File: src/rtl/seg_priv_pkg.sv
`timescale 1ns/1ps
package seg_priv_pkg;

    localparam int PL_W  = 2;
    localparam int EXC_W = 8;
    localparam int TYP_W = 4;
    localparam int KND_W = 3;

    typedef logic [PL_W-1:0] plv_t;

    typedef enum logic [KND_W-1:0] {
        RK_NEAR    = 3'd0,
        RK_DATA    = 3'd1,
        RK_FAR     = 3'd2,
        RK_GATE    = 3'd3,
        RK_IO      = 3'd4,
        RK_PRIV    = 3'd5,
        RK_IOPL_WR = 3'd6,
        RK_RSVD    = 3'd7
    } req_kind_e;

    typedef enum logic [2:0] {
        GK_NONE = 3'd0,
        GK_CALL = 3'd1,
        GK_TASK = 3'd2,
        GK_INTR = 3'd3,
        GK_TRAP = 3'd4
    } gate_kind_e;

    typedef struct packed {
        logic       is_data;
        logic       is_code;
        logic       readable;
        logic       conforming;
        logic       is_tss;
        gate_kind_e gate;
    } desc_class_t;

    typedef struct packed {
        logic             allow;
        logic             exc_valid;
        logic [EXC_W-1:0] exc_num;
        plv_t             new_cpl;
        logic             if_clear;
    } verdict_t;

    // Numerically larger level is the less privileged one.
    function automatic plv_t pl_weaker(input plv_t a, input plv_t b);
        return (a > b) ? a : b;
    endfunction

endpackage

File: src/rtl/spc_desc_class.sv
`timescale 1ns/1ps
module spc_desc_class
    import seg_priv_pkg::*;
(
    input  logic             seg_bit,
    input  logic [TYP_W-1:0] type_bits,
    output desc_class_t      cls
);
    always_comb begin
        cls      = '0;
        cls.gate = GK_NONE;
        if (seg_bit) begin
            if (type_bits[3]) begin
                cls.is_code    = 1'b1;
                cls.conforming = type_bits[2];
                cls.readable   = type_bits[1];
            end else begin
                cls.is_data  = 1'b1;
                cls.readable = 1'b1;
            end
        end else begin
            unique case (type_bits)
                4'h1, 4'h3, 4'h9, 4'hB: cls.is_tss = 1'b1;
                4'h4, 4'hC:             cls.gate = GK_CALL;
                4'h5:                   cls.gate = GK_TASK;
                4'h6, 4'hE:             cls.gate = GK_INTR;
                4'h7, 4'hF:             cls.gate = GK_TRAP;
                default:                cls.gate = GK_NONE;
            endcase
        end
    end
endmodule

File: src/rtl/spc_rule_eval.sv
`timescale 1ns/1ps
module spc_rule_eval
    import seg_priv_pkg::*;
#(
    parameter logic [EXC_W-1:0] GP_VECTOR = 8'd13
) (
    input  req_kind_e   kind,
    input  plv_t        cpl,
    input  plv_t        rpl,
    input  plv_t        iopl,
    input  plv_t        d_dpl,
    input  desc_class_t d_cls,
    input  plv_t        t_dpl,
    input  desc_class_t t_cls,
    output verdict_t    v
);
    plv_t epl;
    logic ok;
    logic gate_priv_ok;
    logic code_tgt_ok;
    plv_t nxt_cpl;
    logic clr_if;

    always_comb begin
        epl          = pl_weaker(rpl, cpl);
        gate_priv_ok = (d_dpl >= epl);
        code_tgt_ok  = t_cls.is_code && (t_dpl <= cpl);
        ok           = 1'b0;
        nxt_cpl      = cpl;
        clr_if       = 1'b0;
        unique case (kind)
            RK_NEAR: ok = 1'b1;
            RK_DATA: ok = d_cls.readable && (d_dpl >= epl);
            RK_FAR: begin
                if (d_cls.is_code)
                    ok = d_cls.conforming ? (d_dpl <= cpl) : (d_dpl == cpl);
            end
            RK_GATE: begin
                unique case (d_cls.gate)
                    GK_CALL, GK_INTR, GK_TRAP: begin
                        ok = gate_priv_ok && code_tgt_ok;
                        if (ok && !t_cls.conforming)
                            nxt_cpl = t_dpl;
                        clr_if = ok && (d_cls.gate == GK_INTR);
                    end
                    GK_TASK: ok = gate_priv_ok && t_cls.is_tss;
                    default: ok = 1'b0;
                endcase
            end
            RK_IO:               ok = (cpl <= iopl);
            RK_PRIV, RK_IOPL_WR: ok = (cpl == '0);
            default:             ok = 1'b0;
        endcase
        v.allow     = ok;
        v.exc_valid = !ok;
        v.exc_num   = ok ? '0 : GP_VECTOR;
        v.new_cpl   = nxt_cpl;
        v.if_clear  = clr_if;
    end
endmodule

File: src/rtl/spc_pipe.sv
`timescale 1ns/1ps
module spc_pipe
    import seg_priv_pkg::*;
#(
    parameter int STAGES = 1
) (
    input  logic     clk,
    input  logic     rst,
    input  logic     in_valid,
    input  verdict_t in_v,
    output logic     out_valid,
    output verdict_t out_v
);
    localparam int LAST = STAGES - 1;

    for (genvar g = 0; g < STAGES; g++) begin : stg
        logic     vld_q;
        verdict_t dat_q;
        logic     src_vld;
        verdict_t src_dat;
        if (g == 0) begin : head
            assign src_vld = in_valid;
            assign src_dat = in_v;
        end else begin : chain
            assign src_vld = stg[g-1].vld_q;
            assign src_dat = stg[g-1].dat_q;
        end
        always_ff @(posedge clk) begin
            if (rst) begin
                vld_q <= 1'b0;
                dat_q <= '0;
            end else begin
                vld_q <= src_vld;
                dat_q <= src_vld ? src_dat : '0;
            end
        end
    end

    assign out_valid = stg[LAST].vld_q;
    assign out_v     = stg[LAST].dat_q;
endmodule

File: src/rtl/seg_priv_check.sv
`timescale 1ns/1ps
module seg_priv_check
    import seg_priv_pkg::*;
#(
    parameter int               PIPE_STAGES = 1,
    parameter logic [EXC_W-1:0] GP_VECTOR   = 8'd13
) (
    input  logic             clk,
    input  logic             rst,
    input  logic             req_valid,
    input  logic [KND_W-1:0] req_kind,
    input  logic [PL_W-1:0]  cpl,
    input  logic [PL_W-1:0]  rpl,
    input  logic [PL_W-1:0]  desc_dpl,
    input  logic             desc_seg,
    input  logic [TYP_W-1:0] desc_type,
    input  logic [PL_W-1:0]  tgt_dpl,
    input  logic             tgt_seg,
    input  logic [TYP_W-1:0] tgt_type,
    input  logic [PL_W-1:0]  iopl,
    output logic             rsp_valid,
    output logic             rsp_allow,
    output logic             rsp_exc_valid,
    output logic [EXC_W-1:0] rsp_exc_num,
    output logic [PL_W-1:0]  rsp_new_cpl,
    output logic             rsp_if_clear
);
    desc_class_t d_cls;
    desc_class_t t_cls;
    verdict_t    dec_v;
    verdict_t    out_v;

    spc_desc_class u_dcls (.seg_bit(desc_seg), .type_bits(desc_type), .cls(d_cls));
    spc_desc_class u_tcls (.seg_bit(tgt_seg),  .type_bits(tgt_type),  .cls(t_cls));

    spc_rule_eval #(.GP_VECTOR(GP_VECTOR)) u_rules (
        .kind  (req_kind_e'(req_kind)),
        .cpl   (cpl),
        .rpl   (rpl),
        .iopl  (iopl),
        .d_dpl (desc_dpl),
        .d_cls (d_cls),
        .t_dpl (tgt_dpl),
        .t_cls (t_cls),
        .v     (dec_v)
    );

    spc_pipe #(.STAGES(PIPE_STAGES)) u_pipe (
        .clk       (clk),
        .rst       (rst),
        .in_valid  (req_valid),
        .in_v      (dec_v),
        .out_valid (rsp_valid),
        .out_v     (out_v)
    );

    assign rsp_allow     = out_v.allow;
    assign rsp_exc_valid = out_v.exc_valid;
    assign rsp_exc_num   = out_v.exc_num;
    assign rsp_new_cpl   = out_v.new_cpl;
    assign rsp_if_clear  = out_v.if_clear;
endmodule

File: config.mk
export PLATFORM = sky130hd
export DESIGN_NAME = seg_priv_check
export DESIGN_NICKNAME = d
export VERILOG_FILES = /design/src/rtl/seg_priv_pkg.sv /design/src/rtl/spc_desc_class.sv /design/src/rtl/spc_rule_eval.sv /design/src/rtl/spc_pipe.sv /design/src/rtl/seg_priv_check.sv
export SDC_FILE = /design/constraint.sdc
export NUM_CORES = 1
export LEC_CHECK = 0
export BUFFER_PORTS_ARGS = -buffer_cell sky130_fd_sc_hd__buf_2
export CELL_PAD_IN_SITES_DETAIL_PLACEMENT = 0
export CELL_PAD_IN_SITES_GLOBAL_PLACEMENT = 1
export CORE_MARGIN = 3
export CORE_UTILIZATION = 25
export CTS_CLUSTER_DIAMETER = 80
export DETAILED_ROUTE_END_ITERATION = 6
export GPL_TIMING_DRIVEN = 0
export PLACE_DENSITY_LB_ADDON = 0.1
export SYNTH_ARGS = -nofsm -noshare
export SYNTH_HDL_FRONTEND = slang
export SYNTH_SLANG_ARGS = --single-unit
export TNS_END_PERCENT = 50
File: constraint.sdc
create_clock -name clk -period 2.3 [get_ports clk]
set_clock_uncertainty 0.05 [all_clocks]
set_input_delay 0.115 -clock clk [delete_from_list [all_inputs] [get_ports clk]]
set_output_delay 0.115 -clock clk [all_outputs]
set_load 0.05 [all_outputs]
# After elaboration in Yosys (flattened, before gate mapping)
# Index checks and enable logic that the tools add are counted.
[totals]
ff_bits = 14
latch_bits = 0
mem_bits_rw = 0
mem_bits_ro = 0
in_bits = 26
out_inout_bits = 14
wordCells = 86
mem_count = 0
[classes]
n_addsub = 0
multipliers = 0
div_mod_pow = 0
order_cmp = 5
n_eq_ne = 29
n_shift = 0
muxes = 22
n_bitwise = 3
reduce_logical = 21
[ops]
columns = ["operator", "n"]
rows = [
  ["== test 4 x 3 -> 1 bit (second input constant)", 8],
  ["== test 4 bit (second input constant)", 8],
  ["one-hot mux 3 bit (4 select lines)", 2],
  ["OR reduction 2 bit", 8],
  ["== test 3 x 2 -> 1 bit (second input constant)", 4],
  ["== test 3 bit (second input constant)", 4],
  ["two-way mux 1 bit", 9],
  ["two-way mux 3 bit", 3],
  ["two-way mux 2 bit", 4],
  ["two-way mux 4 bit", 2],
  ["OR reduction 4 bit", 2],
  ["== test 3 x 1 -> 1 bit (second input constant)", 2],
  ["less-or-equal comparator 2 bit", 3],
  ["logical AND 1 bit", 6],
  ["one-hot mux 1 bit (6 select lines)", 1],
  ["== test 4 x 1 -> 1 bit (second input constant)", 1],
  ["== test 4 x 2 -> 1 bit (second input constant)", 1],
  ["logical NOT 3 bit", 1],
  ["inverter 1 bit", 3],
  ["OR reduction 3 bit", 1],
  ["== test 2 bit", 1],
  ["greater-or-equal comparator 2 bit", 1],
  ["greater-than comparator 2 bit", 1],
  ["logical NOT 1 bit", 2],
  ["2 further kinds", 2],
]

# Longest topological paths before layout
# Gate-level depths: netlist of the first run.
[depth]
word_depth = 9
depth_mapped = 13

# Cells and area by module
# Synthesis of the first run repeated with hierarchy kept, for this count alone.
[unflattened]
cells_unflattened = 128
area_unflattened_um2 = 1119.8
[by_module_without_submodules]
columns = ["mod", "instances", "cells_per_inst", "area_each_um2", "seq_area_each_um2"]
rows = [
  ["spc_rule_eval", 1, 72, 543.0, 0.0],
  ["spc_pipe", 1, 30, 419.2, 280.3],
  ["spc_desc_class", 2, 13, 78.8, 0.0],
]

# Least setup slack after synthesis of the first run
# Ideal clock, no wire load.
[synth_timing]
kind = "in2reg"
start = "in cpl[1]"
end = "reg u_pipe.stg[0].dat_q (netlist bit u_pipe.out_v[1])"
setup_ns = 0.131
arrival_time_ns = 1.962
slack_ns = 0.157
stages = 13
path_buffers = 1
cell_sequence = "inv_1 > ha_1 > nor2_1 > o22ai_1 > nor2_1 > a21oi_1 > ha_1 > nand2b_1 > a21oi_2 > or3_1 > buf_2 > o311ai_1 > o41ai_1"
[synth_between]
elab_chain_cells = 8
[synth_lines]
columns = ["element", "line", "text"]
rows = [
  ["from (decl)", "seg_priv_check.sv:12", "input logic [PL_W-1:0] cpl,"],
  ["greater-than comparator 2 bit", "seg_priv_pkg.sv:49", "return (a > b) ? a : b;"],
  ["two-way mux 2 bit", "seg_priv_pkg.sv:49", ""],
  ["greater-or-equal comparator 2 bit", "spc_rule_eval.sv:26", "gate_priv_ok = (d_dpl >= epl);"],
  ["logical AND 1 bit *", "spc_rule_eval.sv:41", "ok = gate_priv_ok && code_tgt_ok;"],
  ["logical AND 1 bit *", "spc_rule_eval.sv:42", "if (ok && !t_cls.conforming)"],
  ["two-way mux 2 bit *", "spc_rule_eval.sv:42", ""],
  ["two-way mux 2 bit *", "spc_rule_eval.sv:39", "unique case (d_cls.gate)"],
  ["two-way mux 2 bit *", "spc_rule_eval.sv:31", "unique case (kind)"],
  ["to (signal assigned)", "spc_pipe.sv:34", "dat_q <= src_vld ? src_dat : '0;"],
  ["to (decl)", "spc_pipe.sv:18", "verdict_t dat_q;"],
]
# Mark *: on every way between the ends. The rest lies on a longest branch, timed or not.
# A chain may end at the register's enable or synchronous reset.

# Worst setup path after layout of the first run
[layout_timing]
start = "in cpl[1]"
end = "reg u_pipe.stg[0].dat_q (netlist bit u_pipe.out_v[2])"
[layout_between]
elab_chain_cells = 8
[layout_lines]
columns = ["element", "line"]
rows = [
  ["greater-than comparator 2 bit", "seg_priv_pkg.sv:49"],
  ["two-way mux 2 bit", "seg_priv_pkg.sv:49"],
  ["greater-or-equal comparator 2 bit", "spc_rule_eval.sv:26"],
  ["logical AND 1 bit", "spc_rule_eval.sv:41"],
  ["logical AND 1 bit", "spc_rule_eval.sv:42"],
  ["two-way mux 2 bit", "spc_rule_eval.sv:42"],
  ["two-way mux 2 bit", "spc_rule_eval.sv:39"],
  ["two-way mux 2 bit *", "spc_rule_eval.sv:31"],
]
# Marked as above.

==> results of run 1 <==
cell families after synthesis:
family / Yosys count / synth area share
xor gates and xnor gates: 1 / 0.0138
buffers and inverters: 21 / 0.173
and+or+nand+nor: 24 / 0.222
adders and majority gates: 11 / 0.216
AOI/OAI and AO/OA: 16 / 0.181
other: 1 / 0.00589
DFF: 6 / 0.189
worst max path at each step:
stage                      endpoint   start  slack, ps  cells past startpoint
floorplan           u_pipe.out_v[1]  cpl[1]        160                     13
global placement    u_pipe.out_v[2]  cpl[1]       -160                     14
detailed placement  u_pipe.out_v[2]  cpl[1]       -190                     14
CTS                 u_pipe.out_v[2]  cpl[1]         80                     14
global route        u_pipe.out_v[2]  cpl[1]         20                     14
finish              u_pipe.out_v[2]  cpl[1]        150                     14
power by group through the flow:
stage	Combinational, W	Sequential [W]	Clock [W]
3_3_place_gp	0.000154	0.000112	0
4_1_cts	0.000156	0.000110	0.000101
5_1_grt	0.000180	0.000111	0.000104
3_5_place_dp	0.000155	0.000112	0
6_report	0.000163	0.000110	0.0000957
2_1_floorplan	0.0000934	0.000127	0
sequential cells by signal, indices dropped and copies added, names as in the netlist:
register	flops
u_pipe.out_valid	1
u_pipe.out_v	5
Yosys cell counts (3+ instances only):
library cell	number
nand2b_1	3
buf_4	8
nor2_1	4
nand2_1	4
ha_1	11
nor2b_1	3
dfxtp_1	6
inv_1	11
routing by layer:
layer | share of wire | GRT usage
met3 | 0.094 | 0.0299
met4 | 0.022 | 0.0610
met2 | 0.47 | 0.155
met5 | 0 | 0
met1 | 0.42 | 0.111
stage by stage:
stage                util  cells  total power (W)
floorplan               -     84         0.000221
global placement    0.368    145         0.000266
detailed placement  0.368    145         0.000267
CTS                 0.377    148         0.000367
global route        0.399    148         0.000394
finish              0.399    148         0.000368
timing repair:
item,in CTS,in global routing
gates resized for setup,0,9
setup endpoints to repair,0,3
setup buffers,0,0
area by class of cell:
class / count / area, um^2
Fill cell: 255 / 1390
Multi-Input combinational cell: 57 / 467
Timing Repair Buffer: 33 / 168
Sequential cell: 6 / 120
Buffer: 10 / 71.3
Inverter: 11 / 41.3
Tap cell: 28 / 35.0
Clock buffer: 3 / 22.5
worst max-delay path: cells and delay by family:
kind,cells,cell delay [ps]
adder cells (fa/ha/maj),2,480
buffers and inverters,3,440
AO/OA/AOI/OAI,5,550
AND/OR/NAND/NOR,4,610
layout by cell type, fill, tap and decap left out, drive strengths merged:
cell,n
nor2,4
nor2b,3
o311ai,2
dfxtp,6
or3,1
a32oi,1
o41ai,2
nand3b,1
o21ai,3
ha,11
xnor2,1
buf,41
a21oi,2
a31oi,1
a2bb2oi,1
inv,11
a21o,1
or4bb,1
clkbuf,5
o31ai,1
nand2b,3
o22ai,2
nor3,2
nand4,1
nor4,1
and4,1
nand4b,2
conb,5
nand2,4
==> metrics.md, run 1 <==
| Metric | Value |
|---|---|
| Outcome | `complete, no violations` |
| Average wire per cell in the routed design | `between 10 and 15 um` |
| Endpoint type of the worst setup path | `register` |
| Area share of the leading cell type in the synthesized netlist | `0.216` |
| Min-Delay Path Depth | `3` |
| Horizontal extent of the die | `approximately 56 um` |
| Longest Clk Path Bufs | `2` |
| Clock transition at path regs | `40 ps` |
| Count of nets after finishing | `159` |
| Final hold violations | `0` |
| Final-layout worst hold slack | `85.6 ps` |
| Ordered list of cells on the worst path | `clkbuf_4, inv_2, ha_4, nor2_1, o22ai_1, nor2_1, a21oi_1, ha_1, nand2b_1, a21oi_2, or3_1, buf_4, o311ai_4, o41ai_2` |
| Setup repair after global routing missed its margin | `no` |
| Leak Pwr | `0.483 nW` |
| Maximum ir drop on the vdd rail | `243 uV` |
| Placement Rows | `17` |
| Pre-CTS worst setup slack | `-189 ps` |
| CTS tree | `yes` |
| Die outline area | `0.00319 mm^2` |
| Vias in the first global route | `611` |
| Yosys warns | `0` |
| Via count of the routed design | `667` |
| Final worst-path setup slack | `147 ps` |
| Initial Utilization | `0.275` |
| Count of flip-flops with a built-in enable after synthesis | `0` |
| FFs w/ async S/R, synth | `0` |
| Fraction of layout instances using a drive strength above 1 | `0.425` |
| Global-route total usage across every layer | `0.0972` |
| Destination of the worst hold path | `u_pipe.out_v[1]` |
| Pin count of the biggest net entering global routing | `8` |
| Number of max-cap violations | `0` |
| Leading cell types by total area after synthesis | `ha_1 (22%), dfxtp_1 (19%), buf_4 (9.4%)` |
| Share of total power in the clock network | `0.260` |
| Top cell type by total area after synthesis | `ha_1` |
| Dpl cell area | `852 um^2` |
| Crit Path Max Fanout | `6` |
| Mean instance size in the synthesized netlist | `7.96 um^2` |
| Switching part of the total | `0.373` |
| Pins over their slew limit | `0` |
| CTS Hold Bufs | `0` |
| Iteration-0 DRC count of the detailed router | `17` |
| Total of buffers placed on input and output ports | `33` |
| Net switching power | `0.000138 W` |
| Max Freq | `0.465 GHz` |
| Vertical die dimension | `56.5 um` |
| # setup viols final | `0` |
| Number of remaining DRC errors | `0` |
| Antenna violations before repair | `0` |
| Int Pwr | `about 0.00023 W` |
| Cell at the root of the clock tree | `clkbuf_4` |
| TritonCTS sink count | `6` |
| Sequential Power Share | `0.299` |
| Beginning of the worst hold path | `tgt_dpl[0]` |
| CTS Buf Count | `3` |
| Number of placed I/O pins | `40` |
| Final routed wirelength across all metal layers | `1.54 mm` |
| CP max stage delay | `330 ps` |
| Flop and latch count out of synthesis | `6` |
| Portion of the clock cycle consumed by the worst path in the final layout | `0.936` |
| Cell count after synthesis | `80` |
| Crit path arrival time | `2220 ps` |
| DR pass1 iterations | `4` |
| Ys flop type | `dfxtp_1` |
| Final std cell area, no fill | `925 um^2` |
| Shortest clock period the worst path allows after layout | `2150 ps` |
| Post-DR vias/cell | `4.51` |
| Power density relative to cell area | `398 mW/mm^2` |
| Cell repeated most along the worst path | `nor2_1` |
| Startpoint class of the critical path | `input pin` |
| Global-route wire length before repair | `2.46 mm` |
| Diodes inserted | `0` |
| Combinational share of power | `0.442` |
| Total Neg Setup Slack | `0 ps` |
| Number of unique standard cell types used by synthesis | `32` |
| Cell with the largest stage delay on the worst path | `or3_1` |
| Required time of the worst setup path | `2360 ps` |
| Estimated wirelength of the detail-placed design | `1.30 mm` |
| Total grt overflow | `0` |
| Post-synthesis cell area | `637 um^2` |
| Number of H-tree branching levels | `1` |
| Layout overhead on the synthesized area | `45.2%` |
| Floorplan core area | `0.00232 mm^2` |
| Worst min-delay path class | `input pin to register` |
| Sequential share of the synthesized area | `0.189` |
| Count of nets left with antenna violations after detail routing | `0` |
| Global placement routability congestion | `between 0.6 and 0.7` |
| Type of the worst setup path | `input pin to register` |
Power figures use the tool's default switching activity.
==> run 2: changes to the inputs <==
--- a/config.mk
+++ b/config.mk
@@ -9,10 +9,9 @@
 export CELL_PAD_IN_SITES_DETAIL_PLACEMENT = 0
 export CELL_PAD_IN_SITES_GLOBAL_PLACEMENT = 1
 export CORE_MARGIN = 3
-export CORE_UTILIZATION = 25
+export CORE_UTILIZATION = 28
 export CTS_CLUSTER_DIAMETER = 80
 export DETAILED_ROUTE_END_ITERATION = 6
-export GPL_TIMING_DRIVEN = 0
 export PLACE_DENSITY_LB_ADDON = 0.1
 export SYNTH_ARGS = -nofsm -noshare
 export SYNTH_HDL_FRONTEND = slang
==> constraint.sdc (replaced) <==
create_clock -name clk -period 2.6 [get_ports clk]
set_clock_uncertainty 0.05 [all_clocks]
set_input_delay 0.13 -clock clk [delete_from_list [all_inputs] [get_ports clk]]
set_output_delay 0.13 -clock clk [all_outputs]
set_load 0.05 [all_outputs]
==> metrics.md, run 2 (same netlist as run 1, synthesis figures left out) <==
| Metric | Value |
|---|---|
| Outcome | `complete, no violations` |
| Count of nets after finishing | `150 (-5.7%)` |
| Final std cell area, no fill | `812 um^2 (-12%)` |
| # Post-CTS Setup Buffers | `0 (unchanged)` |
| Final worst-path setup slack | `453 ps (+305 ps)` |
| Iteration-0 DRC count of the detailed router | `7 (-10)` |
| Type of the worst setup path | `input pin to register` |
| CP max stage delay | `440 ps (+110 ps)` |
| Crit path arrival time | `2210 ps (about the same)` |
| Min-Delay Path Depth | `2 (-1)` |
| Dpl cell area | `790 um^2 (-7.3%)` |
| Total of buffers placed on input and output ports | `33 (unchanged)` |
| Endpoint type of the worst setup path | `register` |
| Setup repair after global routing missed its margin | `no` |
| Ordered list of cells on the worst path | `buf_2, inv_1, ha_1, nor2_1, o22ai_1, nor2_1, a21oi_1, ha_1, nand2b_1, a21oi_2, or3_1, o311ai_1, o41ai_1` |
| # setup viols final | `0 (unchanged)` |
| CTS Hold Bufs | `0 (unchanged)` |
| Horizontal extent of the die | `53.7 um (-4.9%)` |
| Layout overhead on the synthesized area | `27.5%` |
| Commonest non-fill, non-tap cell in the layout | `buf_2` |
| Die outline area | `0.00288 mm^2 (-9.6%)` |
| Antenna violations before repair | `0 (unchanged)` |
| Required time of the worst setup path | `2670 ps (+310 ps)` |
| Floorplan core area | `0.00206 mm^2 (-11%)` |
| Global-route total usage across every layer | `0.109 (+0.0114)` |
| Global placement routability congestion | `0.774 (+16%)` |
| Average wire per cell in the routed design | `10.5 um (+0.23%)` |
| Clock transition at path regs | `40 ps (about the same)` |
| Top Family by Delay on Critical Path | `simple AND/OR/NAND/NOR gates` |
| Diodes inserted | `0 (unchanged)` |
| Count of nets left with antenna violations after detail routing | `0 (unchanged)` |
| Crit Path Max Fanout | `6 (unchanged)` |
| Startpoint class of the critical path | `input pin` |
| Global-route wire length before repair | `2.24 mm (-9.0%)` |
| Overall power after layout | `0.000311 W (-16%)` |
| Vias in the first global route | `522 (-15%)` |
| Number of H-tree branching levels | `1 (unchanged)` |
| Count of cells resized by post-cts repair | `0 (unchanged)` |
| Placement Rows | `16 (-1)` |
| Final hold violations | `0 (unchanged)` |
| Pin count of the biggest net entering global routing | `8 (unchanged)` |
| Max Freq | `0.466 GHz` |
| Buf+Inv Stages, Crit Path | `2 (-1)` |
| Final-layout worst hold slack | `76.7 ps (-8.90 ps)` |
| Pre-CTS worst setup slack | `203 ps (+392 ps)` |
| Shortest clock period the worst path allows after layout | `2150 ps` |
| Initial Utilization | `0.309 (+0.0342)` |
| Pins over their slew limit | `0 (unchanged)` |
| Vertical die dimension | `53.7 um (-4.9%)` |
| Portion of the clock cycle consumed by the worst path in the final layout | `0.826` |
| DR pass1 iterations | `4 (unchanged)` |
| Cell with the largest stage delay on the worst path | `or3_1` |
| Commonest non-fill, non-tap cells in the layout | `buf_2 (33), inv_1 (11), ha_1 (11)` |
| CTS tree | `yes` |
| Final routed wirelength across all metal layers | `1.44 mm (-6.5%)` |
| Critical Path Stages | `13 (-1)` |
| Leak Pwr | `0.431 nW (-11%)` |
| Post-DR vias/cell | `4.55 (+0.98%)` |
| Via count of the routed design | `628 (-5.8%)` |
| TritonCTS sink count | `6 (unchanged)` |
| Cell at the root of the clock tree | `clkbuf_4` |
| Estimated wirelength of the detail-placed design | `1.26 mm (-3.5%)` |
| Fill count | `221 (-13%)` |
| Number of max-cap violations | `0 (unchanged)` |
| Total grt overflow | `0 (unchanged)` |
| Worst min-delay path class | `input pin to register` |
| Longest Clk Path Bufs | `2 (unchanged)` |
| Maximum ir drop on the vdd rail | `184 uV (-24%)` |
| Number of remaining DRC errors | `0 (unchanged)` |
| Power density relative to cell area | `383 mW/mm^2 (-3.9%)` |
| Number of flip-flops under the largest register name | `5 (unchanged)` |
| Fraction of layout instances using a drive strength above 1 | `0.342 (-0.0827)` |
| Total Neg Setup Slack | `0 ps (unchanged)` |
| Number of placed I/O pins | `40 (unchanged)` |
| CTS Buf Count | `3 (unchanged)` |
-- run 2: worst paths after layout --
path | from | end
max | cpl[1] | u_pipe.out_v[2]
min | tgt_type[2] | u_pipe.out_v[1]
-- run 2: cell type report --
type | instances | area, um^2 | area share
multi-input cells | 57 | 422 | 0.519
repair buffers | 34 | 173 | 0.213
flip-flops and latches | 6 | 120 | 0.148
inverters | 11 | 41.3 | 0.0508
well taps | 27 | 33.8 | 0.0416
clock buffers | 3 | 22.5 | 0.0277
-- run 2: report_power, final --
part | total, W | switching (W) | internal (W)
combinational | 0.000127 | 0.0000822 | 0.0000452
clock | 0.0000861 | 0.0000339 | 0.0000522
sequential | 0.0000973 | 0.00000115 | 0.0000961
total | 0.000311 | 0.000117 | 0.000194
-- run 2: metal layers --
| metal | vias up | track usage | wire, um |
|---|---|---|---|
| li1 | 333 | - | - |
| met1 | 259 | 0.143 | 670 |
| met2 | 31 | 0.153 | 600 |
| met3 | 5 | 0.0332 | 137 |
| met4 | 0 | 0.0638 | 35 |
| met5 | - | 0 | 0 |
-- run 2: metrics by stage --
| step | utilization | instances |
|---|---|---|
| final | 0.394 | 138 |
| after global routing | 0.394 | 138 |
| after CTS | 0.394 | 138 |
| after detailed placement | 0.383 | 135 |
| after global placement | 0.383 | 135 |
| after floorplan | - | 84 |
==> run 3: changes to the inputs <==
==> constraint.sdc (replaced) <==
create_clock -name clk -period 2.1 [get_ports clk]
set_clock_uncertainty 0.05 [all_clocks]
set_input_delay 0.105 -clock clk [delete_from_list [all_inputs] [get_ports clk]]
set_output_delay 0.105 -clock clk [all_outputs]
set_load 0.05 [all_outputs]
==> metrics.md, run 3 (same netlist as run 1, synthesis figures left out) <==
| Metric | Value |
|---|---|
| Required time of the worst setup path | `2170 ps (-500 ps)` |
| Vertical die dimension | `53.7 um (unchanged)` |
| Fill count | `225 (+1.8%)` |
| Overall power after layout | `0.000405 W (+30%)` |
| Longest Clk Path Bufs | `2 (unchanged)` |
| Final-layout worst hold slack | `78.9 ps (+2.26 ps)` |
| CTS Buf Count | `3 (unchanged)` |
| # setup viols final | `0 (unchanged)` |
| Initial Utilization | `0.309 (unchanged)` |
| Max-slew headroom at the worst pin | `0.617` |
| Sequential Power Share | `0.298 (-0.015)` |
| Combinational share of power | `0.458 (+0.048)` |
| Power density relative to cell area | `439 mW/mm^2 (+15%)` |
| Average wire per cell in the routed design | `10.9 um (+3.9%)` |
| Switching part of the total | `0.370 (-0.00722)` |
| Floorplan core area | `0.00206 mm^2 (unchanged)` |
| Inst Count DP | `138 (+2.2%)` |
| Number of placed I/O pins | `40 (unchanged)` |
| Shortest clock period the worst path allows after layout | `1960 ps` |
| Number of remaining DRC errors | `0 (unchanged)` |
| Share of total power in the clock network | `0.244 (-0.033)` |
| Global placement routability congestion | `0.680 (-12%)` |
| Post-layout instance count excluding filler cells | `141 (+2.2%)` |
| Global-route wire length before repair | `2.53 mm (+13%)` |
| Startpoint class of the critical path | `input pin` |
| CP max stage delay | `410 ps (-30 ps)` |
| Commonest non-fill, non-tap cells in the layout | `buf_2 (32), ha_1 (10), inv_1 (9)` |
| Estimated wirelength of the detail-placed design | `1.35 mm (+7.4%)` |
| Crit path arrival time | `2030 ps (-180 ps)` |
| Net switching power | `0.000150 W (+28%)` |
| Worst min-delay path class | `input pin to register` |
| Max Freq | `0.511 GHz` |
| Count of nets after finishing | `153 (+2.0%)` |
| Post-DR vias/cell | `4.50 (-1.2%)` |
| Area taken by multi-input logic gates | `488 um^2 (+16%)` |
| Number of max-cap violations | `0 (unchanged)` |
| Int Pwr | `0.000255 W (+32%)` |
| Cell with the largest stage delay on the worst path | `or3_4` |
| Die outline area | `0.00288 mm^2 (unchanged)` |
| Maximum ir drop on the vdd rail | `190 uV (+3.1%)` |
| Final hold violations | `0 (unchanged)` |
| Number of flip-flops under the largest register name | `5 (unchanged)` |
| Pin count of the biggest net entering global routing | `8 (unchanged)` |
| # Post-CTS Setup Buffers | `0 (unchanged)` |
| Horizontal extent of the die | `53.7 um (unchanged)` |
| Transition at the pin with the smallest max-transition slack | `573 ps` |
| Fraction of layout instances using a drive strength above 1 | `0.447 (+0.105)` |
| Outcome | `complete, no violations` |
| Placement Rows | `16 (unchanged)` |
| Portion of the clock cycle consumed by the worst path in the final layout | `0.932` |
| Number of H-tree branching levels | `1 (unchanged)` |
| Total grt overflow | `0 (unchanged)` |
| Crit Path Max Fanout | `6 (unchanged)` |
| Commonest non-fill, non-tap cell in the layout | `buf_2` |
| Ordered list of cells on the worst path | `buf_4, inv_12, ha_4, nor2_2, o22ai_2, nor2_1, a21oi_1, ha_1, nand2b_4, a21oi_2, or3_4, a21o_1, and4_1` |
| Leak Pwr | `0.467 nW (+8.4%)` |
| Area used by sequential logic in the layout | `120 um^2 (unchanged)` |
| Pins over their slew limit | `0 (unchanged)` |
| Layout overhead on the synthesized area | `44.6%` |
| Cell at the root of the clock tree | `clkbuf_4` |
| Total of buffers placed on input and output ports | `33 (unchanged)` |
| Diodes inserted | `0 (unchanged)` |
| Min-Delay Path Depth | `3 (+1)` |
| Endpoint type of the worst setup path | `register` |
| Total Neg Setup Slack | `0 ps (unchanged)` |
| Count of nets left with antenna violations after detail routing | `0 (unchanged)` |
| Global-route total usage across every layer | `0.119 (+0.0105)` |
| CTS tree | `yes` |
| Via count of the routed design | `634 (+0.96%)` |
| Clock transition at path regs | `40 ps (about the same)` |
| Final routed wirelength across all metal layers | `1.53 mm (+6.2%)` |
| DR pass1 iterations | `4 (unchanged)` |
| Iteration-0 DRC count of the detailed router | `9 (+2)` |
| Vias in the first global route | `620 (+19%)` |
| TritonCTS sink count | `6 (unchanged)` |
| Antenna violations before repair | `0 (unchanged)` |
| Type of the worst setup path | `input pin to register` |
## run 3: metal layers
metal,track usage,vias to the layer above,wire length [um]
li1,-,339,-
met5,0,-,0
met3,0.0111,0,124
met2,0.202,22,751
met4,0.0681,0,0
met1,0.145,273,656
## run 3: stage by stage
step | instance area [um^2] | util | setup WS, ps
6_report | 921 | 0.447 | 143
4_1_cts | 886 | 0.430 | 34.7
3_5_place_dp | 858 | 0.416 | -294
5_1_grt | 921 | 0.447 | -32.5
3_3_place_gp | 858 | 0.416 | -228
2_1_floorplan | 704 | - | -5.10
## run 3: power groups by stage
stage	Clock (W)	Combinational (W)	Sequential, W
floorplan	0	0.000116	0.000139
detailed placement	0	0.000181	0.000122
global placement	0	0.000178	0.000122
finish	0.0000989	0.000185	0.000120
global route	0.000107	0.000209	0.000121
CTS	0.000105	0.000182	0.000120
## run 3: what timing repair did
action	CTS	global route
setup endpoints to repair	1	4
hold buffers	0	0
gates resized for setup	1	6
pin swaps	0	3
## run 3: cell type report
type                            instances  share of cell area
Sequential cell                         6               0.130
Multi-Input combinational cell         57               0.530
Clock buffer                            3              0.0245
Timing Repair Buffer                   37               0.215
Inverter                               11              0.0639
Tap cell                               27              0.0367
## run 3: worst max-delay path: cells and delay by family
family                   cells  cell delay (ps)
buffers and inverters        2              160
adder cells (fa/ha/maj)      2              500
AO/OA/AOI/OAI                4              350
AND/OR/NAND/NOR              5              910
## run 3: final timing paths
check | start | endpoint | slack, ps
worst max-delay path | rpl[1] | u_pipe.out_v[5] | 140
worst min-delay path | tgt_dpl[1] | u_pipe.out_v[2] | 80
